$ cat src/rtl/rank_pwr_pkg.sv
package rank_pwr_pkg;

   typedef enum logic [2:0] {
      PS_IDLE  = 3'd0,
      PS_REF   = 3'd1,
      PS_SREF  = 3'd2,
      PS_PREPD = 3'd3,
      PS_ACT   = 3'd4,
      PS_ACTPD = 3'd5
   } pwr_state_e;

   // true for states in which the rank is asleep
   function automatic logic is_asleep(input pwr_state_e s);
      return (s == PS_PREPD) || (s == PS_ACTPD) || (s == PS_SREF);
   endfunction

   // true for states in which commands may flow
   function automatic logic is_awake(input pwr_state_e s);
      return (s == PS_IDLE) || (s == PS_ACT);
   endfunction

endpackage

$ cat src/rtl/rank_pwr_evcnt.sv
// Outstanding-event counter: commands and refreshes in flight.
module rank_pwr_evcnt #(
   parameter int OUT_W = 4
) (
   input  logic             clk,
   input  logic             rst_n,
   input  logic             inc_cmd,
   input  logic             inc_ref,
   input  logic             dec_cmd,
   input  logic             dec_ref,
   output logic             busy,
   output logic             bad_cnt
);
   localparam int SUM_W = OUT_W + 2;
   localparam logic [SUM_W-1:0] MAX_V = SUM_W'((1 << OUT_W) - 1);

   logic [OUT_W-1:0] cnt_q;
   logic [SUM_W-1:0] up_sum;
   logic [SUM_W-1:0] dn_sum;
   logic [SUM_W-1:0] res;
   logic             under;
   logic             over;

   always_comb begin
      up_sum = {2'b00, cnt_q} + SUM_W'(inc_cmd) + SUM_W'(inc_ref);
      dn_sum = SUM_W'(dec_cmd) + SUM_W'(dec_ref);
      under  = up_sum < dn_sum;
      res    = under ? '0 : (up_sum - dn_sum);
      over   = !under && (res > MAX_V);
   end

   always_ff @(posedge clk or negedge rst_n) begin
      if (!rst_n) begin
         cnt_q <= '0;
      end else if (over) begin
         cnt_q <= MAX_V[OUT_W-1:0];
      end else begin
         cnt_q <= res[OUT_W-1:0];
      end
   end

   assign busy    = |cnt_q;
   assign bad_cnt = under || over;

endmodule

$ cat src/rtl/rank_pwr_entry_tmr.sv
// Counts consecutive qualifying cycles before power-down entry.
module rank_pwr_entry_tmr #(
   parameter int TH_W      = 8,
   parameter bit USE_TIMER = 1'b1
) (
   input  logic            clk,
   input  logic            rst_n,
   input  logic            qual,
   input  logic [TH_W-1:0] thresh,
   output logic            hit
);
   generate
      if (USE_TIMER) begin : g_timer
         logic [TH_W-1:0] run_q;
         always_ff @(posedge clk or negedge rst_n) begin
            if (!rst_n) begin
               run_q <= '0;
            end else if (!qual || (run_q >= thresh)) begin
               run_q <= '0;
            end else begin
               run_q <= run_q + 1'b1;
            end
         end
         assign hit = qual && (run_q >= thresh);
      end else begin : g_direct
         logic unused_in;
         assign unused_in = clk ^ rst_n ^ (|thresh);
         assign hit = qual;
      end
   endgenerate

endmodule

$ cat src/rtl/rank_pwr_wake_tmr.sv
// Holds off commands for a programmable time after a wake-up.
module rank_pwr_wake_tmr #(
   parameter int DLY_W = 6
) (
   input  logic             clk,
   input  logic             rst_n,
   input  logic             load,
   input  logic [DLY_W-1:0] dly,
   output logic             busy
);
   logic [DLY_W-1:0] left_q;

   always_ff @(posedge clk or negedge rst_n) begin
      if (!rst_n) begin
         left_q <= '0;
      end else if (load) begin
         left_q <= dly;
      end else if (left_q != '0) begin
         left_q <= left_q - 1'b1;
      end
   end

   assign busy = left_q != '0;

endmodule

$ cat src/rtl/rank_pwr_fsm.sv
// Power-state sequencing with staggered descent into self-refresh.
module rank_pwr_fsm
   import rank_pwr_pkg::*;
(
   input  logic       clk,
   input  logic       rst_n,
   input  logic       ref_start,
   input  logic       ref_done,
   input  logic       bank_open,
   input  logic       rd_any,
   input  logic       sref_force,
   input  logic       ev_busy,
   input  logic       wake_busy,
   input  logic       entry_hit,
   output pwr_state_e state,
   output logic       from_prepd,
   output logic       entry_qual,
   output logic       ref_ok,
   output logic       done_ok,
   output logic       enter_evt,
   output logic       exit_evt,
   output logic       bad_req
);
   pwr_state_e nxt;
   logic       nxt_from_prepd;
   logic       demand;

   assign demand  = rd_any || ev_busy;
   assign ref_ok  = ref_start && ((state == PS_IDLE) || (state == PS_PREPD));
   assign done_ok = ref_done && (state == PS_REF);
   assign bad_req = (ref_start && !ref_ok) || (ref_done && !done_ok);

   assign entry_qual = !wake_busy && !demand &&
                       (((state == PS_IDLE) && !bank_open && !ref_start) ||
                        ((state == PS_ACT) && bank_open));

   always_comb begin
      nxt            = state;
      nxt_from_prepd = from_prepd;
      unique case (state)
         PS_IDLE: begin
            if (ref_ok) begin
               nxt            = PS_REF;
               nxt_from_prepd = 1'b0;
            end else if (bank_open) begin
               nxt = PS_ACT;
            end else if (entry_hit) begin
               nxt = PS_PREPD;
            end
         end
         PS_ACT: begin
            if (!bank_open)     nxt = PS_IDLE;
            else if (entry_hit) nxt = PS_ACTPD;
         end
         PS_ACTPD: begin
            if (demand) nxt = PS_ACT;
         end
         PS_PREPD: begin
            if (ref_ok) begin
               nxt            = PS_REF;
               nxt_from_prepd = 1'b1;
            end else if (demand || bank_open) begin
               nxt = PS_IDLE;
            end
         end
         PS_REF: begin
            if (done_ok) nxt = from_prepd ? PS_SREF : PS_IDLE;
         end
         PS_SREF: begin
            if (sref_force) nxt = PS_IDLE;
         end
         default: nxt = PS_IDLE;
      endcase
   end

   assign enter_evt = !is_asleep(state) && is_asleep(nxt);
   assign exit_evt  = is_asleep(state) && is_awake(nxt);

   always_ff @(posedge clk or negedge rst_n) begin
      if (!rst_n) begin
         state      <= PS_IDLE;
         from_prepd <= 1'b0;
      end else begin
         state      <= nxt;
         from_prepd <= nxt_from_prepd;
      end
   end

endmodule

$ cat src/rtl/rank_pwr_ctrl.sv
// Rank power-state controller top level.
module rank_pwr_ctrl
   import rank_pwr_pkg::*;
#(
   parameter int CNT_W     = 6,
   parameter int OUT_W     = 4,
   parameter int TH_W      = 8,
   parameter int DLY_W     = 6,
   parameter bit USE_TIMER = 1'b1
) (
   input  logic             clk,
   input  logic             rst_n,
   input  logic [CNT_W-1:0] rd_cnt,
   input  logic [CNT_W-1:0] wr_cnt,
   input  logic             bus_next_wr,
   input  logic             cmd_issue,
   input  logic             cmd_done,
   input  logic             bank_open,
   input  logic             ref_start,
   input  logic             ref_done,
   input  logic [TH_W-1:0]  idle_thresh,
   input  logic [DLY_W-1:0] exit_dly,
   output logic [2:0]       pwr_state,
   output logic             low_pwr,
   output logic             pd_enter,
   output logic             pd_exit,
   output logic             cmd_ready,
   output logic             err_sticky
);
   generate
      if (CNT_W < 1) begin : g_bad_cnt
         $error("CNT_W must be at least 1");
      end
      if (OUT_W < 2) begin : g_bad_out
         $error("OUT_W must be at least 2");
      end
      if (TH_W < 1) begin : g_bad_th
         $error("TH_W must be at least 1");
      end
      if (DLY_W < 1) begin : g_bad_dly
         $error("DLY_W must be at least 1");
      end
   endgenerate

   pwr_state_e state;
   logic rd_any, wr_any, sref_force;
   logic ev_busy, bad_cnt, wake_busy, entry_hit, entry_qual;
   logic from_prepd, ref_ok, done_ok, enter_evt, exit_evt, bad_req;
   logic enter_q, exit_q, err_q;

   assign rd_any     = |rd_cnt;
   assign wr_any     = |wr_cnt;
   assign sref_force = rd_any || (bus_next_wr && wr_any);

   rank_pwr_evcnt #(.OUT_W(OUT_W)) u_evcnt (
      .clk     (clk),
      .rst_n   (rst_n),
      .inc_cmd (cmd_issue),
      .inc_ref (ref_ok),
      .dec_cmd (cmd_done),
      .dec_ref (done_ok),
      .busy    (ev_busy),
      .bad_cnt (bad_cnt)
   );

   rank_pwr_entry_tmr #(.TH_W(TH_W), .USE_TIMER(USE_TIMER)) u_entry (
      .clk    (clk),
      .rst_n  (rst_n),
      .qual   (entry_qual),
      .thresh (idle_thresh),
      .hit    (entry_hit)
   );

   rank_pwr_wake_tmr #(.DLY_W(DLY_W)) u_wake (
      .clk   (clk),
      .rst_n (rst_n),
      .load  (exit_evt),
      .dly   (exit_dly),
      .busy  (wake_busy)
   );

   rank_pwr_fsm u_fsm (
      .clk        (clk),
      .rst_n      (rst_n),
      .ref_start  (ref_start),
      .ref_done   (ref_done),
      .bank_open  (bank_open),
      .rd_any     (rd_any),
      .sref_force (sref_force),
      .ev_busy    (ev_busy),
      .wake_busy  (wake_busy),
      .entry_hit  (entry_hit),
      .state      (state),
      .from_prepd (from_prepd),
      .entry_qual (entry_qual),
      .ref_ok     (ref_ok),
      .done_ok    (done_ok),
      .enter_evt  (enter_evt),
      .exit_evt   (exit_evt),
      .bad_req    (bad_req)
   );

   always_ff @(posedge clk or negedge rst_n) begin
      if (!rst_n) begin
         enter_q <= 1'b0;
         exit_q  <= 1'b0;
         err_q   <= 1'b0;
      end else begin
         enter_q <= enter_evt;
         exit_q  <= exit_evt;
         err_q   <= err_q || bad_req || bad_cnt;
      end
   end

   assign pwr_state  = state;
   assign low_pwr    = is_asleep(state) || ((state == PS_REF) && from_prepd);
   assign pd_enter   = enter_q;
   assign pd_exit    = exit_q;
   assign cmd_ready  = is_awake(state) && !wake_busy;
   assign err_sticky = err_q;

endmodule

$ cat config.mk
export PLATFORM = sky130hd
export DESIGN_NAME = rank_pwr_ctrl
export DESIGN_NICKNAME = d
export VERILOG_FILES = /design/src/rtl/rank_pwr_pkg.sv /design/src/rtl/rank_pwr_evcnt.sv /design/src/rtl/rank_pwr_entry_tmr.sv /design/src/rtl/rank_pwr_wake_tmr.sv /design/src/rtl/rank_pwr_fsm.sv /design/src/rtl/rank_pwr_ctrl.sv
export SDC_FILE = /design/constraint.sdc
export NUM_CORES = 1
export LEC_CHECK = 0
export BUFFER_PORTS_ARGS = -buffer_cell sky130_fd_sc_hd__buf_4
export CAP_MARGIN = 20
export CORE_MARGIN = 1.5
export CORE_UTILIZATION = 39
export DETAILED_ROUTE_END_ITERATION = 8
export PLACE_DENSITY = 0.6
export RECOVER_POWER = 100
export SLEW_MARGIN = 40
export SYNTH_ARGS = -nofsm -noshare
export SYNTH_HDL_FRONTEND = slang
export SYNTH_SLANG_ARGS = --single-unit
$ cat constraint.sdc
create_clock -name clk -period 4.2 [get_ports clk]
set_clock_uncertainty 0.05 [all_clocks]
set_input_delay 0.42 -clock clk [delete_from_list [all_inputs] [get_ports clk]]
set_output_delay 0.42 -clock clk [all_outputs]
set_load 0.05 [all_outputs]
**Yosys cells after proc, flatten, opt, wreduce, memory -nomap -nowiden**

Cells that the tools add are included.

- Register bits after elaboration: 25
- Latch bits: 0
- RAM bits: 0
- Bits in read-only memories: 0
- Input bits: 34
- Output and inout port bits: 8
- Word-level logic and storage cells: 99
- Memories kept: 0

- Add/subtract/negate cells: 6
- $mul: 0
- Divide/modulo/power cells: 0
- Magnitude comparators: 3
- Eq/ne operators: 11
- Shift-type cells: 0
- Multiplexer cells: 20
- Bitwise gates (word level): 0
- Reductions and logical operators: 51

Operators with widths:

| operator | count |
|---|---|
| 3-bit two-way mux | 10 |
| 6-bit two-way mux | 3 |
| 3-bit case mux with 6 select lines | 1 |
| 1-bit logical OR | 17 |
| 1-bit logical AND | 16 |
| 3-bit by 2-bit == test with 1-bit output, second input constant | 4 |
| 3-bit == test, second input constant | 4 |
| 6-bit OR reduction | 2 |
| 1-bit zero test | 9 |
| 8-bit by 1-bit adder with 8-bit output, second input constant | 1 |
| 8-bit >= comparator | 1 |
| 8-bit two-way mux | 1 |
| 6-bit by 1-bit adder with 6-bit output | 1 |
| 6-bit by 4-bit > comparator with 1-bit output, second input constant | 1 |
| 3-bit zero test | 2 |
| 6-bit less-than comparator | 1 |
| 6-bit nonzero test | 1 |
| 6-bit by 1-bit subtractor with 6-bit output, second input constant | 1 |
| 6-bit subtractor | 1 |
| 4-bit by 1-bit adder with 5-bit output | 1 |
| 4-bit two-way mux | 1 |
| 2-bit by 1-bit inequality test with 1-bit output, second input constant | 2 |
| 2-bit nonzero test | 2 |
| 4-bit OR reduction | 1 |
| other kinds (6) | 7 |

**Depth between registers and ports, before layout**

Gate-level depths: netlist (run 1).

- Depth after elaboration: 14
- Mapped depth: 12
- Depth with buffers taken out: 11

**By module**

Synthesis (run 1) repeated with hierarchy kept, for this count alone.

- Cell total of the unflattened synthesis: 213
- Area total of the unflattened synthesis: 1941.9 µm²

Modules (own cells, without submodules):

| module | times used | cells an instance | area an instance (µm²) | seq. area each (µm²) |
|---|---|---|---|---|
| rank_pwr_entry_tmr | 1 | 59 | 578.1 | 200.2 |
| rank_pwr_evcnt | 1 | 48 | 427.9 | 100.1 |
| rank_pwr_fsm | 1 | 53 | 416.6 | 100.1 |
| rank_pwr_wake_tmr | 1 | 40 | 384.1 | 150.1 |
| rank_pwr_ctrl | 1 | 13 | 135.1 | 75.1 |

**Worst setup path after synthesis (run 1)**

Ideal clock, no wire load.

- Path kind: register to register
- Start: register u_fsm.state[0]
- End: register u_evcnt.cnt_q[3]
- Setup time: 0.082 ns
- Arrival: 2.816 ns
- Required time: 4.068 ns
- Path slack: 1.252 ns
- Cell stages (with the launch flop): 11
- Path buffers: 1
- Period minus slack after synthesis: 2.948 ns
- Cells stage by stage: dfrtp_1 > clkbuf_1 > nor2b_1 > nor3_1 > ha_1 > ha_1 > ha_1 > a21oi_1 > nand2_1 > or3_1 > a31oi_1

- Longest elaborated chain between the ends: 9
- Elaborated cells between the ends (all ways): 15
- Classes of those cells: add/sub (3); order compare (2); eq/ne (2); mux (2); reduce/logical (6)

Ends and longest elaborated chain:

| item | RTL line | RTL |
|---|---|---|
| start, declared | rank_pwr_fsm.sv:15 | `output pwr_state_e state,` |
| start signal, assigned | rank_pwr_fsm.sv:84 | `state <= nxt;` |
| 3-bit by 2-bit == test with 1-bit output / 3-bit zero test (equally long branches) | rank_pwr_fsm.sv:29 | `assign ref_ok = ref_start && ((state == PS_IDLE) \|\| (state == PS_PREPD));` |
| 1-bit logical OR | rank_pwr_fsm.sv:29 |  |
| 1-bit logical AND | rank_pwr_fsm.sv:29 |  |
| 6-bit by 1-bit adder with 6-bit output | rank_pwr_evcnt.sv:25 | `up_sum = {2'b00, cnt_q} + SUM_W'(inc_cmd) + SUM_W'(inc_ref);` |
| 6-bit subtractor / 6-bit less-than comparator (equally long branches) | rank_pwr_evcnt.sv:28, rank_pwr_evcnt.sv:27 |  |
| 6-bit two-way mux | rank_pwr_evcnt.sv:28 | `res = under ? '0 : (up_sum - dn_sum);` |
| 6-bit by 4-bit > comparator with 1-bit output | rank_pwr_evcnt.sv:29 | `over = !under && (res > MAX_V);` |
| 1-bit logical AND | rank_pwr_evcnt.sv:29 |  |
| 4-bit two-way mux (*) | rank_pwr_evcnt.sv:35 | `end else if (over) begin` |
| end signal, assigned | rank_pwr_evcnt.sv:36 | `cnt_q <= MAX_V[OUT_W-1:0];` |
| end signal, assigned | rank_pwr_evcnt.sv:38 | `cnt_q <= res[OUT_W-1:0];` |
| end, declared | rank_pwr_evcnt.sv:17 | `logic [OUT_W-1:0] cnt_q;` |

Mark *: on every way between the ends. The rest lies on a longest branch, timed or not.
A chain may end at the register's enable or synchronous reset.

**Worst setup path after layout (run 1)**

Ends and elaborated chain as after synthesis.

==> results of run 1 <==
## cells in the mapped netlist, types with 2 or more instances
library cell,count,area [um^2]
nand2b_1,4,25.02
clkbuf_1,3,11.26
o21ai_0,8,40.04
and2_1,2,12.51
a21o_1,3,22.52
nor2b_1,3,18.77
ha_1,18,225.2
a211oi_1,3,22.52
dfrtp_1,25,625.6
inv_1,17,63.81
xnor2_1,6,52.55
or4_1,2,15.01
a31oi_1,3,18.77
and3_1,3,18.77
mux2_4,6,90.09
and3b_1,2,17.52
o21a_1,4,30.03
nand2_1,14,52.55
nand3_1,8,40.04
nor4_1,2,12.51
xor2_1,8,70.07
o21ai_1,2,10.01
a21oi_1,9,45.04
nor2_1,25,93.84
nor3_1,12,60.06
## state kept, by name, indices dropped and copies added, names as in the netlist
signal	flops
u_fsm.from_prepd	1
pd_exit	1
u_entry.g_timer.run_q	8
pd_enter	1
err_sticky	1
u_fsm.state	3
u_wake.left_q	6
u_evcnt.cnt_q	4
## metrics by stage
| stage | utilization (%) | instances | power (mW) | setup WS, ns | hold WS (ns) |
|---|---|---|---|---|---|
| 2_1_floorplan | - | 207 | 0.9917 | 1.252 | 0.07441 |
| 3_3_place_gp | 49.13 | 296 | 1.153 | 1.524 | 0.2990 |
| 3_5_place_dp | 49.13 | 296 | 1.154 | 1.456 | 0.3017 |
| 4_1_cts | 50.45 | 301 | 1.311 | 1.425 | 0.3096 |
| 5_1_grt | 49.18 | 301 | 1.352 | 1.214 | 0.2923 |
| 6_report | 49.18 | 301 | 1.225 | 1.428 | 0.3114 |
## per-layer routing
metal	vias to the layer above	track usage (%)	part of all wire (%)
met2	39	25.34	45
met3	2	3.094	4.7
met5	-	0	0
met4	0	2.516	0.49
li1	810	-	-
met1	699	21.35	50
## power by group through the flow
stage          Sequential [mW]  Clock (mW)  Combinational, mW
2_1_floorplan            0.423           0              0.568
3_3_place_gp             0.399           0              0.754
3_5_place_dp             0.401           0              0.753
4_1_cts                  0.396       0.159              0.756
5_1_grt                  0.412       0.170              0.770
6_report                 0.396       0.150              0.680
## worst paths after layout
path                            cells after the start                  endpoint
worst max-delay path                                9          u_evcnt.cnt_q[3]
worst min-delay path                                2          u_wake.left_q[4]
worst max register to register                      9          u_evcnt.cnt_q[3]
worst min register to register                      2                err_sticky
max in group asynchronous                           2          u_evcnt.cnt_q[0]
min in group asynchronous                           2  u_entry.g_timer.run_q[4]
## kinds of logic after synthesis
family,Yosys count
simple gates,82
compound gates,40
buf+inv,21
mux,6
xor+xnor,14
flops,25
fa+ha+maj,19
## worst register-to-register path, stage by stage (launching register included)
cell and delay [ns]:
dfrtp_1 0.54, nor2b_1 0.28, nor3_1 0.10, ha_1 0.23, ha_1 0.31, ha_1 0.29, a21oi_1 0.27, nand2_1 0.13
or3_1 0.33, a31oi_1 0.16
## cell type report
class	instances	area share [%]
multi-input cells	161	50.26
flip-flops and latches	25	28.62
repair buffers	42	12.99
well taps	52	2.977
inverters	17	2.919
clock buffers	3	1.889
clock inverters	1	0.3434
## cells in the final DEF, fill, tap and decap left out, types with 2 or more instances in the layout
cell       n
buf_4     32
nor2_1    25
dfrtp_1   25
ha_1      18
inv_1     17
nand2_1   14
nor3_1    12
a21oi_1    9
o21ai_0    9
clkbuf_1   9
nand3_1    8
xor2_1     8
xnor2_1    6
mux2_1     6
nand2b_1   4
o21a_1     4
nor2b_1    3
a211oi_1   3
a31oi_1    3
a21o_1     3
and3_1     3
clkbuf_8   3
and3b_1    2
or4_1      2
nor4_1     2
a21boi_0   2
and2_1     2
==> metrics.txt, run 1 <==
status=completed; critical path arrival=2.92 ns; Synth Area in Simple Gates=22.12%; Adder-Cell Fraction of Synth Area=13.38%; initial antenna violation count=0; highest net fanout along the worst path=11; CTS tree=built; Syn. warnings=0; Max Buffers Root-to-Sink=2; peak supply drop=0.0002704 V; Area growth syn-to-layout=19.25%; DR iter-0 viols=40; crit path from=u_fsm.state[0]; starting density of the core=41.24%; syn_area_per_cell=8.855 um^2; via-per-instance ratio=5.150; Int Pwr=0.6669 mW; Total Routing Usage GR=15.36%; Switch Pwr=0.5585 mW; gpl congestion=0.8408; clock share of power=12.2%; Netlist cell types=40; complex-gate fraction of the synthesized area=14.06%; post-place instance area=2183 um^2; Placeable Area=4444 um^2; setup TNS=0 ns; sw frac=45.58%; Final min period=2.772 ns; FF-to-FF Start=u_fsm.state[0]; RSZ-0062 raised after global routing=false; total gr overflow=0; final period utilization=66.01%; hpwl dp=2877 um; area of the die=5120 um^2; clk sink count=25; Worst path most repeated cell=ha_1; Largest stage delay, worst path=0.54 ns; worst endpoint required time=4.35 ns; post-synthesis async set-or-reset flop share=100.0%; combinational group share of total power=55.5%; post_cts resized=0; LEAKAGE=1.041 nW; root buffer cell=clkbuf_8; Hold Path Class=in -> reg; Syn Inst Count=207; Hold Buf Count CTS=1; Net count, final=303; largest net degree at the start of global routing=26; Setup violations, final=0; Cell Pwr Density=560.6 nW/um^2; number of enable flip-flop cells after synthesis=0; highest clock rate=360.7 MHz; Remaining DRCs=0; sequential cell area fraction in the yosys report=34.13%; max-cap viol count=0; number of CTS-inserted buffers=3; hold path start=exit_dly[4]; crit path launch type=flop; delay-heaviest family, CP=simple AND/OR/NAND/NOR gates; worst path bufs/invs=0; post-synthesis mux area share=4.915%; share of cells above drive strength 1=14.46%; postcts setup bufs=0; later-pin clock latency in the skew report=0.27 ns; via count=1550; # rows=24; Worst setup EP type=flop; PortBufs=41; Worst-path clk slew=0.09 ns; drt total wl=3650 um; fill cell total of the finished layout=457; Cell Area, Synth=1833 um^2; r2r setup slk=1.43 ns; slowest CP cell=dfrtp_1; Avg WL per Cell=12.13 um; Slew headroom=9.035%; main combinational cell family by area after synthesis=simple AND/OR/NAND/NOR gates; Main synth FF type=dfrtp_1; Final ANT Viol Nets=0; post-synthesis xor/xnor area fraction=6.689%; Die Width=71.56 um; WS Path Type=reg -> reg; #FFs+latches synth=25; Slew @ Worst Pin=1.364 ns; Final Hold Fails=0; vias in the first global route=1450; Mapped Nets=260; multi-input logic area=1099 um^2; Cell Chain, Critical Path=nor2b_1, nor3_1, ha_1, ha_1, ha_1, a21oi_1, nand2_1, or3_1, a31oi_1; H-tree depth=1; Ports=42; diodes inserted=0; pins over their slew limit=0; DIE HEIGHT=71.56 um; Finished Cell Area=2186 um^2; sequential fraction of design power=32.3%; first-pass GRT wire length=6389 um; register area=625.6 um^2; DR pass1 iterations=6
Power figures use the tool's default switching activity.
==> inputs of run 2 (changes only) <==
--- a/config.mk
+++ b/config.mk
@@ -5,12 +5,13 @@
 export SDC_FILE = /design/constraint.sdc
 export NUM_CORES = 1
 export LEC_CHECK = 0
+export ABC_AREA = 1
 export BUFFER_PORTS_ARGS = -buffer_cell sky130_fd_sc_hd__buf_4
 export CAP_MARGIN = 20
 export CORE_MARGIN = 1.5
 export CORE_UTILIZATION = 39
 export DETAILED_ROUTE_END_ITERATION = 8
-export PLACE_DENSITY = 0.6
+export PLACE_DENSITY = 0.62
 export RECOVER_POWER = 100
 export SLEW_MARGIN = 40
 export SYNTH_ARGS = -nofsm -noshare
==> constraint.sdc (replaced) <==
create_clock -name clk -period 2.5 [get_ports clk]
set_clock_uncertainty 0.05 [all_clocks]
set_input_delay 0.25 -clock clk [delete_from_list [all_inputs] [get_ports clk]]
set_output_delay 0.25 -clock clk [all_outputs]
set_load 0.05 [all_outputs]
==> run 2 against run 1 <==
Compared with the run above:
- sequential cell count is the same
- largest power group unchanged
- first-iteration DRC count grew 25%
- area after synthesis grew 3.6%
- final cell count grew 19%
- critical endpoint unchanged
- combinational power grew 100%
- sequential power grew 57%
- clock-buffer cell count grew 1
- synthesized cell count grew 22%
- clock power grew 58%
- setup slack lost 1.3 ns
- sequential share of layout area shrank 2.6 points
- critical path type unchanged
==> metrics.txt, run 2 <==
status=completed; sequential cell area fraction in the yosys report=32.94%; count leader, synth=nand2_1; Hold Path Class=in -> reg; post-synthesis xor/xnor area fraction=4.611%; DR pass1 iterations=4; grt met3 use=2.486%; area of the die=5298 um^2; M1 GR Usage=20.05%; share of cells above drive strength 1=30.16%; peak supply drop=0.0004575 V; max reg flops=8; Finished Cell Area=2416 um^2; Synth Area in Simple Gates=34.39%; worst endpoint required time=2.59 ns; largest cells by area after synthesis=dfrtp_1 33%, ha_1 12%, nand2_1 11%; Die Width=72.79 um; Cell Area, Synth=1899 um^2; complex-gate fraction of the synthesized area=5.797%; commonest non-fill, non-tap cells in the layout=57 x nand2_1, 44 x buf_4, 36 x inv_1, 26 x nor2_1, 22 x dfrtp_1; highest net fanout along the worst path=5; # rows=25; Total Routing Usage GR=15.76%; Placeable Area=4692 um^2; first-pass GRT wire length=6603 um; via count=1681; post-synthesis mux area share=0%; fill cell total of the finished layout=481; met2 usage=28.24%; register area=629.4 um^2; Top Usage Layer GRT=met2; Adder-Cell Fraction of Synth Area=12.91%; diodes inserted=0; Remaining DRCs=0; Syn. warnings=0; Final ANT Viol Nets=0; post-synthesis async set-or-reset flop share=100.0%; WS Path Type=reg -> reg; Syn Inst Count=252; r2r setup slk=0.10 ns; Setup violations, final=0; crit path launch type=flop; post-placement cell count=347; Cell Pwr Density=925.2 nW/um^2; Worst setup EP type=flop; syn_area_per_cell=7.537 um^2; hpwl dp=3106 um; register name with the most flops=u_entry.g_timer.run_q; Largest regs=u_entry.g_timer.run_q (8), u_wake.left_q (6), u_evcnt.cnt_q (4); via-per-instance ratio=4.682; RSZ-0062 raised after global routing=true; root buffer cell=clkbuf_8; post-place instance area=2290 um^2; starting density of the core=40.48%; Design Power=2.235 mW; final core utilization=51.49%; #FFs+latches synth=25; main combinational cell family by area after synthesis=simple AND/OR/NAND/NOR gates; PortBufs=41; Main synth FF type=dfrtp_1; vias in the first global route=1545; critical path arrival=2.49 ns; Yosys top cell area share=32.94%; LEAKAGE=1.288 nW; largest net degree at the start of global routing=26; H-tree depth=1; Mapped Nets=305; final period utilization=95.96%; number of enable flip-flop cells after synthesis=0; commonest non-fill, non-tap cell in the layout=nand2_1; Max Buffers Root-to-Sink=2; total gr overflow=0; setup TNS=0 ns; largest area contributor in the netlist=dfrtp_1; max-cap viol count=0; CTS tree=built; Final Non-Filler Cells=359; most instantiated cells after synthesis=58 x nand2_1, 37 x inv_1, 28 x nor2_1; pins over their slew limit=0; DR iter-0 viols=50; drt total wl=3794 um; initial antenna violation count=0; Avg WL per Cell=10.57 um; gpl congestion=0.8206; clk sink count=25; Slew headroom=7.995%; Worst-path clk slew=0.09 ns; number of CTS-inserted buffers=3; Ports=42; Final Hold Fails=0; highest clock rate=416.8 MHz; Slew @ Worst Pin=1.380 ns; Netlist cell types=32; later-pin clock latency in the skew report=0.26 ns; Final min period=2.399 ns; multi-input logic area=1146 um^2; Area growth syn-to-layout=27.21%; Net count, final=359; DIE HEIGHT=72.79 um
[run 2: cell types whose count changed in the layout (fill, tap and decap cells not counted), sizes merged, moves of 4 or more]
cell    change
buf        +12
inv        +26
mux2        -6
nand2      +52
nand2b      -4
nand3      +10
nand4       +5
nor2       +11
nor3       -10
o21ai       -6
xnor2       -4
[run 2: what timing repair did]
action                     in CTS  in global routing
cloned                          0                  0
hold buffers                    1                  0
buffers inserted                1                  6
hold endpoints to repair       25                  0
pin swaps                       0                  4
gates resized for setup         0                 11
setup endpoints to repair       4                  5
[run 2: final timing paths]
| check | end | from | cells after the start |
|---|---|---|---|
| max | u_evcnt.cnt_q[3] | u_fsm.state[0] | 14 |
| min | u_wake.left_q[2] | exit_dly[2] | 3 |
| max reg2reg | u_evcnt.cnt_q[3] | u_fsm.state[0] | 14 |
| min reg2reg | u_entry.g_timer.run_q[0] | u_entry.g_timer.run_q[0] | 1 |
| max in group asynchronous | u_fsm.state[0] | rst_n | 2 |
| min in group asynchronous | pd_enter | rst_n | 2 |
[run 2: per-stage QoR]
| step | hold slack, ns | setup WS (ns) |
|---|---|---|
| 2_1_floorplan | -0.09559 | 0.01530 |
| 3_3_place_gp | 0.1248 | 0.08991 |
| 6_report | 0.1205 | 0.1009 |
| 4_1_cts | 0.1169 | 0.01092 |
| 5_1_grt | 0.1267 | -0.03446 |
| 3_5_place_dp | 0.1260 | 0.01391 |
[run 2: power breakdown]
part	switching, mW	leakage, nW	total [mW]	internal (mW)
Clock	0.123	0.0228	0.237	0.114
Combinational	0.793	0.951	1.38	0.583
Sequential	0.0971	0.314	0.623	0.525
Total	1.01	1.29	2.24	1.22
[run 2: layout make-up]
cell class,count,area share (%)
multi-input combinational,183,47.44
sequential,25,26.05
timing repair buffer,50,14.86
inverter,43,6.991
tap,54,2.796
clock buffer,4,1.864
[run 2: logic make-up (layout without fill, tap and decap cells)]
kind of cell | Yosys count | count (layout)
buffers and inverters | 44 | 97
AO/OA/AOI/OAI | 19 | 19
AND/OR/NAND/NOR | 135 | 135
flip-flops | 25 | 25
adder cells (fa/ha/maj) | 19 | 19
XOR/XNOR | 10 | 10
[run 2: metal layers]
metal	share of wire, %	vias up
li1	-	903
met1	46	745
met2	50	29
met3	3.6	4
met4	0.76	0
met5	0	-
[run 2: critical path, stage by stage (launching register included)]
cell and delay (ns):
dfrtp_2 0.46, nor2_4 0.14, nand2_1 0.08, nand2_2 0.09, inv_2 0.05, nor2_2 0.09, ha_2 0.18, ha_1 0.23
ha_1 0.29, inv_1 0.06, nor2_1 0.04, nor3b_2 0.18, buf_4 0.15, xor2_2 0.13, a21oi_2 0.07
==> inputs of run 3 (changes only) <==
--- a/config.mk
+++ b/config.mk
@@ -11,8 +11,10 @@
 export CORE_MARGIN = 1.5
 export CORE_UTILIZATION = 39
 export DETAILED_ROUTE_END_ITERATION = 8
+export GPL_ROUTABILITY_DRIVEN = 0
 export PLACE_DENSITY = 0.62
 export RECOVER_POWER = 100
+export REMOVE_ABC_BUFFERS = 1
 export SLEW_MARGIN = 40
 export SYNTH_ARGS = -nofsm -noshare
 export SYNTH_HDL_FRONTEND = slang
==> run 3 against run 2 <==
Compared with the run above:
- first-iteration DRC count is 62% higher
- largest power group unchanged
- wire length increased by 2.9%
- final cell count is 0.28% lower
- hold slack better by 0.0040 ns
- die area is the same
- sequential cell count did not move
- largest cell class unchanged
- sequential power decreased by 1%
- combinational power is 7% lower
- global-route usage decreased by 0.51 points
- critical path depth grew 1
- final area shrank 2.4%
- clock-buffer cell count stayed put
==> metrics.txt, run 3 (synthesis gave the netlist of run 2 again) <==
status=completed; DR pass1 iterations=4; H-tree depth=1; Slew headroom=10.21%; Final Non-Filler Cells=358; PortBufs=41; Hold Path Class=in -> reg; Largest regs=u_entry.g_timer.run_q (8), u_wake.left_q (6), u_evcnt.cnt_q (4); # rows=25; vias in the first global route=1566; multi-input logic area=1119 um^2; Cell Chain, Critical Path=nor2_4, nand2_1, nand2_2, inv_2, nor2_4, ha_4, ha_4, ha_1, inv_1, nor2_1, nor3b_2, nand3b_1, nand2_2, inv_2, a21oi_1; worst endpoint required time=2.64 ns; final period utilization=95.11%; Final min period=2.378 ns; Final ANT Viol Nets=0; register area=626.9 um^2; Ports=42; DIE HEIGHT=72.79 um; register name with the most flops=u_entry.g_timer.run_q; DR iter-0 viols=81; Net count, final=358; drt total wl=3903 um; LEAKAGE=1.266 nW; commonest non-fill, non-tap cell in the layout=nand2_1; hpwl dp=3011 um; Worst-path clk slew=0.08 ns; diodes inserted=0; peak supply drop=0.0004059 V; share of cells above drive strength 1=25.00%; Cell Pwr Density=906.5 nW/um^2; Avg WL per Cell=10.90 um; commonest non-fill, non-tap cells in the layout=61 x nand2_1, 39 x buf_4, 36 x inv_1, 27 x nor2_1, 24 x dfrtp_1; Setup violations, final=0; Slew @ Worst Pin=1.347 ns; CTS tree=built; setup TNS=0 ns; starting density of the core=40.48%; highest clock rate=420.6 MHz; Placeable Area=4692 um^2; highest net fanout along the worst path=6; first-pass GRT wire length=6486 um; crit path launch type=flop; via count=1666; Area growth syn-to-layout=24.11%; number of CTS-inserted buffers=3; initial antenna violation count=0; Finished Cell Area=2357 um^2; Die Width=72.79 um; via-per-instance ratio=4.654; max-cap viol count=0; Max Buffers Root-to-Sink=2; fill cell total of the finished layout=492; area of the die=5298 um^2; largest net degree at the start of global routing=26; Final Hold Fails=0; total gr overflow=0; slowest CP cell=dfrtp_2; post-placement cell count=349; Largest stage delay, worst path=0.47 ns; post-place instance area=2286 um^2; clk sink count=25; Total Routing Usage GR=15.25%; Remaining DRCs=0; critical path arrival=2.52 ns; max reg flops=8; Design Power=2.137 mW; Worst setup EP type=flop; WS Path Type=reg -> reg; pins over their slew limit=0; later-pin clock latency in the skew report=0.26 ns; root buffer cell=clkbuf_8
==> run 3: cell type report <==
class,instances,area share (%)
Multi-Input combinational cell,183,47.45
Sequential cell,25,26.59
Timing Repair Buffer,49,14.33
Inverter,43,6.847
Tap cell,54,2.866
Clock buffer,4,1.911
==> run 3: worst paths after layout <==
| check | start | endpoint | slack, ns | cells after the start |
|---|---|---|---|---|
| min reg2reg | u_entry.g_timer.run_q[0] | u_entry.g_timer.run_q[0] | 0.45 | 1 |
| max in group asynchronous | rst_n | u_fsm.state[1] | 0.74 | 2 |
| max | u_fsm.state[1] | u_evcnt.cnt_q[0] | 0.12 | 15 |
| min in group asynchronous | rst_n | u_fsm.state[2] | 0.78 | 2 |
| max reg2reg | u_fsm.state[1] | u_evcnt.cnt_q[0] | 0.12 | 15 |
| min | exit_dly[2] | u_wake.left_q[2] | 0.12 | 3 |
==> run 3: stage by stage <==
stage               hold slack (ns)  util (%)  worst slack, ns
floorplan                  -0.09559         -          -0.1611
global placement             0.1255     48.72          0.08758
detailed placement           0.1260     48.72          0.04132
CTS                          0.1227     49.89          0.02426
global route                 0.1304     50.24         -0.03157
finish                       0.1245     50.24           0.1223
==> run 3: timing repair <==
action / CTS / global route
hold buffers: 1 / 0
buffers inserted: 0 / 4
resized for setup: 0 / 14
endpoints found under the setup margin: 0 / 5
endpoints found under the hold margin: 25 / 0
==> run 3: critical path: cells and delay by family (launching register included) <==
family	cells	cell delay (ns)
and+or+nand+nor	8	0.88
AOI/OAI and AO/OA	1	0.12
buffers and inverters	3	0.16
adders and majority gates	3	0.62
DFF	1	0.47
==> run 3: per-layer routing <==
metal / part of all wire [%] / up-vias / global-route usage (%)
met3: 4.6 / 4 / 1.657
met5: 0 / - / 0
met4: 0.87 / 0 / 3.774
li1: - / 899 / -
met1: 48 / 723 / 21.43
met2: 46 / 40 / 25.18
==> run 3: report_power, final <==
group / internal [mW] / total (mW) / switching, mW
logic: 0.520 / 1.28 / 0.763
registers: 0.522 / 0.617 / 0.0948
clock network: 0.114 / 0.236 / 0.123
total: 1.16 / 2.14 / 0.981
